<file path="config.mk">
export PLATFORM = sky130hd
export DESIGN_NAME = ext_divider
export DESIGN_NICKNAME = d
export VERILOG_FILES = /design/src/rtl/xdiv_pkg.sv /design/src/rtl/div_ctrl.sv /design/src/rtl/div_datapath.sv /design/src/rtl/ext_divider.sv
export SDC_FILE = /design/constraint.sdc
export NUM_CORES = 1
export LEC_CHECK = 0
export ABC_AREA = 0
export BUFFER_PORTS_ARGS = -buffer_cell sky130_fd_sc_hd__buf_4
export CORE_MARGIN = 1
export CORE_UTILIZATION = 25
export DETAILED_ROUTE_END_ITERATION = 12
export PLACE_DENSITY = 0.48
export SYNTH_ARGS = -nofsm -noshare
export SYNTH_HDL_FRONTEND = slang
export SYNTH_SLANG_ARGS = --single-unit
</file>
<file path="constraint.sdc">
create_clock -name clk -period 2.6 [get_ports clk]
set_input_delay 0.52 -clock clk [delete_from_list [all_inputs] [get_ports clk]]
set_output_delay 0.52 -clock clk [all_outputs]
set_load 0.01 [all_outputs]
</file>
<file path="src/rtl/xdiv_pkg.sv">
package xdiv_pkg;
  typedef enum logic [1:0] {
    OP_SDIV16 = 2'd0,
    OP_UDIV32 = 2'd1,
    OP_SDIV32 = 2'd2,
    OP_NONE   = 2'd3
  } divOp_e;

  typedef struct packed {
    logic load;    // capture operands
    logic step;    // one quotient bit
    logic finish;  // sign fix-up and write-back
  } divStb_t;
endpackage

</file>
<file path="src/rtl/div_ctrl.sv">
module div_ctrl
  import xdiv_pkg::*;
#(
  parameter int ITERS = 32
) (
  input  logic       clk,
  input  logic       rst_n,
  input  logic       start,
  input  logic [1:0] op,
  input  logic       zeroIn,
  output divStb_t    stb,
  output logic       busy,
  output logic       done
);
  localparam int CW = (ITERS > 1) ? $clog2(ITERS) : 1;
  localparam logic [CW-1:0] LAST = CW'(ITERS - 1);

  typedef enum logic [1:0] {IDLE_S, ITER_S, FIN_S} state_e;
  state_e state, nextState;
  logic [CW-1:0] count;
  logic accept;

  assign accept = (state == IDLE_S) && start && (op != OP_NONE);
  assign busy   = (state != IDLE_S);

  always_comb begin
    nextState = state;
    stb = '0;
    case (state)
      IDLE_S: if (accept) begin
        stb.load = 1'b1;
        nextState = zeroIn ? FIN_S : ITER_S;
      end
      ITER_S: begin
        stb.step = 1'b1;
        if (count == LAST) nextState = FIN_S;
      end
      FIN_S: begin
        stb.finish = 1'b1;
        nextState = IDLE_S;
      end
      default: nextState = IDLE_S;
    endcase
  end

  always_ff @(posedge clk or negedge rst_n) begin
    if (!rst_n) begin
      state <= IDLE_S;
      count <= '0;
      done  <= 1'b0;
    end else begin
      state <= nextState;
      done  <= (state == FIN_S);
      if (stb.load)      count <= '0;
      else if (stb.step) count <= count + 1'b1;
    end
  end


  busy_hold_chk: assert property (@(posedge clk) disable iff (!rst_n)
    (state == ITER_S && start) |=> busy);


  iter_len_chk: assert property (@(posedge clk) disable iff (!rst_n)
    (state == ITER_S && count != LAST) |=> state == ITER_S);
endmodule

</file>
<file path="src/rtl/div_datapath.sv">
module div_datapath
  import xdiv_pkg::*;
#(
  parameter int W = 16
) (
  input  logic         clk,
  input  logic         rst_n,
  input  divStb_t      stb,
  input  logic [1:0]   op,
  input  logic [W-1:0] dIn,
  input  logic [W-1:0] xIn,
  input  logic [W-1:0] yIn,
  output logic         zeroIn,
  output logic [W-1:0] dOut,
  output logic [W-1:0] xOut,
  output logic [W-1:0] yOut,
  output logic         dWe,
  output logic         xWe,
  output logic         yWe,
  output logic         nzvWe,
  output logic         flagN,
  output logic         flagZ,
  output logic         flagV,
  output logic         flagC
);
  localparam int DW = 2 * W;
  localparam logic [DW-1:0] MAG_NEG = DW'(1) << (W - 1);
  localparam logic [DW-1:0] MAG_POS = MAG_NEG - 1'b1;

  // operand preparation
  logic [DW-1:0] full, dvdMag;
  logic [W-1:0]  dsrMagIn;
  logic          dvdNeg, dsrNeg;

  assign zeroIn = (xIn == '0);
  assign full   = {yIn, dIn};

  always_comb begin
    dvdNeg = 1'b0;
    dvdMag = full;
    case (op)
      OP_SDIV16: begin
        dvdNeg = dIn[W-1];
        dvdMag = {{W{1'b0}}, (dIn[W-1] ? (~dIn + 1'b1) : dIn)};
      end
      OP_SDIV32: begin
        dvdNeg = full[DW-1];
        dvdMag = full[DW-1] ? (~full + 1'b1) : full;
      end
      default: ;
    endcase
    dsrNeg   = (op != OP_UDIV32) && xIn[W-1];
    dsrMagIn = dsrNeg ? (~xIn + 1'b1) : xIn;
  end

  // iteration state
  logic [1:0]    opReg;
  logic          negQ, negR, zeroDiv;
  logic [W-1:0]  dsr, rem;
  logic [DW-1:0] quo;
  logic [W:0]    shifted;
  logic [W+1:0]  diff;

  assign shifted = {rem, quo[DW-1]};
  assign diff    = {1'b0, shifted} - {2'b00, dsr};

  // result fix-up
  logic [DW-1:0] qSgn;
  logic [W-1:0]  rSgn;
  logic          over;

  always_comb begin
    qSgn = negQ ? (~quo + 1'b1) : quo;
    rSgn = negR ? (~rem + 1'b1) : rem;
    if (opReg == OP_UDIV32) over = |quo[DW-1:W];
    else                    over = negQ ? (quo > MAG_NEG) : (quo > MAG_POS);
  end

  always_ff @(posedge clk or negedge rst_n) begin
    if (!rst_n) begin
      opReg <= OP_NONE; negQ <= 1'b0; negR <= 1'b0; zeroDiv <= 1'b0;
      dsr <= '0; rem <= '0; quo <= '0;
      dOut <= '0; xOut <= '0; yOut <= '0;
      dWe <= 1'b0; xWe <= 1'b0; yWe <= 1'b0; nzvWe <= 1'b0;
      flagN <= 1'b0; flagZ <= 1'b0; flagV <= 1'b0; flagC <= 1'b0;
    end else begin
      dWe <= 1'b0; xWe <= 1'b0; yWe <= 1'b0; nzvWe <= 1'b0;
      if (stb.load) begin
        opReg   <= op;
        negQ    <= dvdNeg ^ dsrNeg;
        negR    <= dvdNeg;
        zeroDiv <= zeroIn;
        dsr     <= dsrMagIn;
        quo     <= dvdMag;
        rem     <= '0;
      end else if (stb.step) begin
        quo <= {quo[DW-2:0], ~diff[W+1]};
        rem <= diff[W+1] ? shifted[W-1:0] : diff[W-1:0];
      end else if (stb.finish) begin
        flagC <= zeroDiv;
        if (!zeroDiv) begin
          nzvWe <= 1'b1;
          flagN <= qSgn[W-1];
          flagZ <= (quo == '0);
          flagV <= over;
          dWe   <= 1'b1;
          dOut  <= rSgn;
          if (opReg == OP_SDIV16) begin
            xWe  <= 1'b1;
            xOut <= qSgn[W-1:0];
          end else begin
            yWe  <= 1'b1;
            yOut <= qSgn[W-1:0];
          end
        end
      end
    end
  end

  // restoring invariant: partial remainder stays below the divisor

  rem_bound_chk: assert property (@(posedge clk) disable iff (!rst_n)
    stb.step |-> (rem < dsr));


  zero_skip_chk: assert property (@(posedge clk) disable iff (!rst_n)
    stb.step |-> !zeroDiv);
endmodule

</file>
<file path="src/rtl/ext_divider.sv">
module ext_divider
  import xdiv_pkg::*;
#(
  parameter int W = 16
) (
  input  logic         clk,
  input  logic         rst_n,
  input  logic         start,
  input  logic [1:0]   op,
  input  logic [W-1:0] dIn,
  input  logic [W-1:0] xIn,
  input  logic [W-1:0] yIn,
  output logic         busy,
  output logic         done,
  output logic [W-1:0] dOut,
  output logic [W-1:0] xOut,
  output logic [W-1:0] yOut,
  output logic         dWe,
  output logic         xWe,
  output logic         yWe,
  output logic         nzvWe,
  output logic         flagN,
  output logic         flagZ,
  output logic         flagV,
  output logic         flagC
);
  localparam int ITERS = 2 * W;

  divStb_t stb;
  logic    zeroIn;

  div_ctrl #(.ITERS(ITERS)) uCtrl (
    .clk(clk), .rst_n(rst_n), .start(start), .op(op), .zeroIn(zeroIn),
    .stb(stb), .busy(busy), .done(done)
  );

  div_datapath #(.W(W)) uPath (
    .clk(clk), .rst_n(rst_n), .stb(stb), .op(op),
    .dIn(dIn), .xIn(xIn), .yIn(yIn), .zeroIn(zeroIn),
    .dOut(dOut), .xOut(xOut), .yOut(yOut),
    .dWe(dWe), .xWe(xWe), .yWe(yWe), .nzvWe(nzvWe),
    .flagN(flagN), .flagZ(flagZ), .flagV(flagV), .flagC(flagC)
  );


  done_pulse_chk: assert property (@(posedge clk) disable iff (!rst_n)
    done |=> !done);


  we_gate_chk: assert property (@(posedge clk) disable iff (!rst_n)
    !done |-> !(dWe || xWe || yWe || nzvWe));


  zero_div_chk: assert property (@(posedge clk) disable iff (!rst_n)
    (done && flagC) |-> !(dWe || xWe || yWe || nzvWe));


  route_chk: assert property (@(posedge clk) disable iff (!rst_n)
    (done && !flagC) |-> (dWe && nzvWe && (xWe != yWe)));
endmodule

</file>
After elaboration in Yosys (flattened, before gate mapping):

Index checks and enable logic that the tools add are counted.
Widths: inputs -> output; s select.

* flip-flop bits (word level): 132
* input bits: 53
* output and inout port bits: 58
* word-level logic and storage cells: 103

* $add $sub $neg: 7
* order comparisons: 2
* equal/unequal tests: 9
* muxes and demuxes: 38
* bitwise operators: 11
* reduce and logical (&&, ||, !) cells: 16

Operators with widths (count)
* $mux 16: 7
* $mux 32: 3
* $add 16x1->16 const B: 4
* $not 16->16: 4
* $pmux 32 s2: 1
* $add 32x1->32 const B: 1
* $gt 32x15->1 const B: 1
* $gt 32x16->1 const B: 1
* $logic_not 32->1: 1
* $not 32->32: 1
* $mux 1: 20
* $sub 17x16->18: 1
* $logic_not 16->1: 1
* $reduce_or 16->1: 1
* $mux 5: 2
* $reduce_and 5->1: 2
* $logic_not 2->1: 3
* $mux 2: 3
* $ne 2x1->1 const B: 3
* $add 5x1->5 const B: 1
* $eq 5x5->1 const B: 1
* $not 1->1: 5
* $eq 2x1->1 const B: 2
* $eq 2x2->1 const B: 2
* 9 further kinds: 12

Longest topological paths before layout:

* word-level depth: 7
* gate-level depth with buffers: 11
* gate-level depth less buffers: 10

Modules after synthesis:

Synthesis repeated with hierarchy kept, for this count alone.

* cell total of the unflattened synthesis: 876
* area total of the unflattened synthesis: 7931.4 um^2

Modules (own cells, without submodules)
* div_datapath: instances 1, cells each 839, area an instance 7534.7 um^2, seq. area each 3105.5 um^2
* div_ctrl: instances 1, cells each 37, area an instance 396.6 um^2, seq. area each 200.2 um^2

Least setup slack after synthesis:

No wires, ideal clock.

* path kind: reg2reg
* start: register uPath.rem[3]
* end: register uPath.rem[6]
* library setup time: 0.135 ns
* arrival time: 2.408 ns
* data required time: 2.465 ns
* path slack: 0.057 ns
* stages on the path, launching flop included: 11
* path buffers: 2
* period minus slack after synthesis: 2.543 ns
* cell sequence: dfrtp_1 -> ha_1 -> a21o_1 -> a211o_1 -> o211a_1 -> a21boi_1 -> o21bai_1 -> buf_2 -> buf_2 -> mux2i_1 -> o21ai_0

* word-level cells in the longest chain between the ends: 4

Ends and longest elaborated chain
* start: declaration: RTL line div_datapath.sv:59 `logic [W-1:0] dsr, rem;`
* start signal: assignment: RTL line div_datapath.sv:98 `rem <= diff[W+1] ? shifted[W-1:0] : diff[W-1:0];`
* $sub 17x16->18: RTL line div_datapath.sv:65 `assign diff = {1'b0, shifted} - {2'b00, dsr};`
* $mux 16: RTL line div_datapath.sv:98
* $mux 16: RTL line div_datapath.sv:96 `end else if (stb.step) begin`
* $mux 16: RTL line div_datapath.sv:88 `if (stb.load) begin`

Every way passes these cells. The select of a mux whose other input is x is not followed.
A chain may end at the register's enable or synchronous reset.

Final worst setup path:

* start: register uPath.quo[31]
* end: register uPath.rem[14]

* word-level cells in the longest chain between the ends: 4

Ends and longest elaborated chain
* start: declaration: RTL line div_datapath.sv:60 `logic [DW-1:0] quo;`
* start signal: assignment: RTL line div_datapath.sv:94 `quo <= dvdMag;`
* start signal: assignment: RTL line div_datapath.sv:97 `quo <= {quo[DW-2:0], ~diff[W+1]};`
* $sub 17x16->18: RTL line div_datapath.sv:65
* $mux 16: RTL line div_datapath.sv:98
* $mux 16: RTL line div_datapath.sv:96
* $mux 16: RTL line div_datapath.sv:88

Every way passes these cells. The select of a mux whose other input is x is not followed.

==> flow_metrics.env <==
export IMPL_outcome="finished clean"
export IMPL_yosysMostFrequentCell="dfrtp_1"
export IMPL_yosys_most_used_dff="dfrtp_1"
export IMPL_hp_class="in2async"
export IMPL_cts_htree_levels=4
export IMPL_dp_cells=1369
export IMPL_fin_setup_tns_ns=0
export IMPL_synth_seq_cells=132
export IMPL_cts_tree="done"
export IMPL_critPathCaptureType="register"
export IMPL_relSlewSlack_pct=50.9
export IMPL_vias=6523
export IMPL_fp_row_count=63
export IMPL_pin_count=111
export IMPL_async_flop_share_pct=100
export IMPL_power_leakage_nw=4.49
export IMPL_syn_area_per_cell_sq_um=8.85
export IMPL_fin_skew_ns=0.0140
export IMPL_cts_root_buf="clkbuf_16"
export IMPL_timing_fmax_ghz=0.418
export IMPL_multiInputGateArea_sq_mm=0.00405
export IMPL_grt_ovfl_total=0
export IMPL_worstSetupPathType="reg2reg"
export IMPL_synth_top_area_share_pct=42.6
export IMPL_stdcell_count=1401
export IMPL_drt_wirelength_per_cell_um=15.4
export IMPL_report_final_setup_viol=0
export IMPL_synth_seq_area_share_pct=43.3
export IMPL_area_delta_synth_final_pct=27.8
export IMPL_critPathArrivalTime_ns=2.73
export IMPL_whs_ns=0.0799
export IMPL_fin_nets=1075
export IMPL_drcViolationCount=0
export IMPL_rsz0062_at_grt="no"
export IMPL_ys_warn_count=0
export IMPL_hold_viol=0
export IMPL_clk_pin_slew_ns=0.07
export IMPL_n_antenna_cell=0
export IMPL_antenna_found_initial=0
export IMPL_die_w_um=177
export IMPL_grt_max_degree=55
export IMPL_crit_required_ns=2.94
export IMPL_clk_latency_ns=0.43
export IMPL_fin_crit_ns=2.39
export IMPL_slew_violations=0
export IMPL_seq_area_sq_mm=0.00331
export IMPL_numClockSinks=132
export IMPL_synth_cell_types=61
export IMPL_gp_congestion=0.784
export IMPL_cp_start_kind="register"
export IMPL_cap_violations=0
export IMPL_die_height_um=177
export IMPL_fillCellCount=3164
export IMPL_numCtsBuffers=17
export IMPL_grt_pass1_wl_um=35200
export IMPL_fin_crit_sh_pct=92.0
export IMPL_initial_utilization_pct=25.6
export IMPL_postRouteAntennaNets=0
export IMPL_first_pass_iters=4
export IMPL_die_area_sq_mm=0.0312
export IMPL_syn_inst=863
export IMPL_viasPerCell=4.66
export IMPL_ys_top_cells_by_count="dfrtp_1 (130), nand2_1 (116), o21ai_0 (105)"
export IMPL_powerDensity_mw_per_mm2=1180
export IMPL_grt_pass1_vias=6318
export IMPL_irDropWorstVdd_uv=525
export IMPL_grt_usage_pct=14.4
export IMPL_clockBufferDepth=2
export IMPL_yosysTopAreaCell="dfrtp_1"
export IMPL_coreArea_sq_mm=0.0299
export IMPL_crit_fanout=3
export IMPL_final_area_sq_mm=0.00976
export IMPL_dpl_cell_area_sq_mm=0.00917
export IMPL_drt_initial_drc_count=408
export IMPL_finalWirelength_um=21600
export IMPL_portBuffers=110
export IMPL_drive_gt1_share_pct=20.6
export IMPL_synth_fp_nets=940
export IMPL_tightest_slew_ns=0.736
export IMPL_ys_top_cells_by_area="dfrtp_1 (43%), o21ai_0 (6.9%), xor2_1 (6.1%), nand2_1 (5.7%), ha_1 (3.8%)"
export IMPL_syn_area_sq_mm=0.00763
export IMPL_synth_edf_count=0
export IMPL_dp_hpwl_um=16200
repair_timing:
item                                    CTS  global route
endpoints found under the setup margin    0             2
hold buffers                              0             0
buffers inserted                          0             0
gates resized for setup                   0             2
layout by cell type (no fill, tap or decap), drive strengths merged, types with 19 or more instances in the layout:
cell type,instances
dfrtp,130
o31ai,19
inv,43
nor2,67
buf,157
xor2,53
ha,23
o21ai,107
nand2,116
nand3,25
nor3,22
xnor2,23
a21oi,47
layout make-up:
class,instances,area share (%)
Tap cell,390,5.00
Multi-Input combinational cell,657,41.5
Inverter,33,1.27
Sequential cell,132,33.9
Clock buffer,17,4.36
Timing Repair Buffer,157,12.4
Clock inverter,15,1.64
report_power, final:
part	total, W	switching (W)	leakage (nW)	internal [W]
Clock	0.00242	0.00105	0.289	0.00136
Sequential	0.00353	0.000719	1.70	0.00282
Combinational	0.00556	0.00303	2.50	0.00253
Total	0.0115	0.00481	4.49	0.00671
sequential cells by signal (all words and copies together), names as in the netlist, 2 cells and up:
| register | flops |
|---|---|
| uCtrl.count | 5 |
| uCtrl.state | 2 |
| uPath.dOut | 16 |
| uPath.dsr | 16 |
| uPath.opReg | 2 |
| uPath.quo | 32 |
| uPath.rem | 16 |
| uPath.xOut | 16 |
| uPath.yOut | 16 |
final timing paths:
check,start,endpoint,slack [ns],cells after the start
setup / recovery,uPath.quo[31],uPath.rem[14],0.21,10
hold / removal,rst_n,uPath.dsr[11],0.08,1
setup reg to reg,uPath.quo[31],uPath.rem[14],0.21,10
hold reg to reg,uPath.zeroDiv,uPath.zeroDiv,0.46,2
max in group asynchronous,rst_n,uPath.opReg[0],1.84,2
min in group clk,yIn[13],uPath.quo[29],0.32,2
routing by layer:
| metal | wire, um | GRT usage (%) | vias to the layer above |
|---|---|---|---|
| met1 | 11000 | 21.0 | 3030 |
| met4 | 308 | 4.63 | 0 |
| li1 | - | - | 3326 |
| met2 | 9190 | 21.1 | 148 |
| met3 | 1030 | 2.96 | 19 |
| met5 | 0 | 0 | - |
cells by family after synthesis:
| group | Yosys count | synth area share (%) |
|---|---|---|
| adder cells (fa/ha/maj) | 24 | 4.03 |
| multiplexers | 18 | 2.38 |
| buffers and inverters | 74 | 3.92 |
| AND/OR/NAND/NOR | 298 | 18.6 |
| flip-flops | 132 | 43.3 |
| XOR/XNOR | 76 | 8.72 |
| AO/OA/AOI/OAI | 241 | 19.0 |
critical path: stages (launching register included):
cell and delay, ns:
dfrtp_1 0.39, inv_1 0.08, ha_1 0.23, fa_1 0.46
nand2b_1 0.20, a21oi_2 0.19, o21ai_0 0.12, a31oi_1 0.18
xor2_1 0.20, mux2i_1 0.11, o21ai_0 0.15
metrics by stage:
stage / utilization, % / total power, W / setup slack, ns
2_1_floorplan: - / 0.00729 / 0.0574
3_3_place_gp: 30.7 / 0.00909 / -0.0274
3_5_place_dp: 30.7 / 0.00916 / -0.0589
4_1_cts: 32.7 / 0.0116 / 0.0647
5_1_grt: 32.7 / 0.0125 / 0.0292
6_report: 32.7 / 0.0115 / 0.207
No activity file was read; power rests on OpenSTA's default activity.
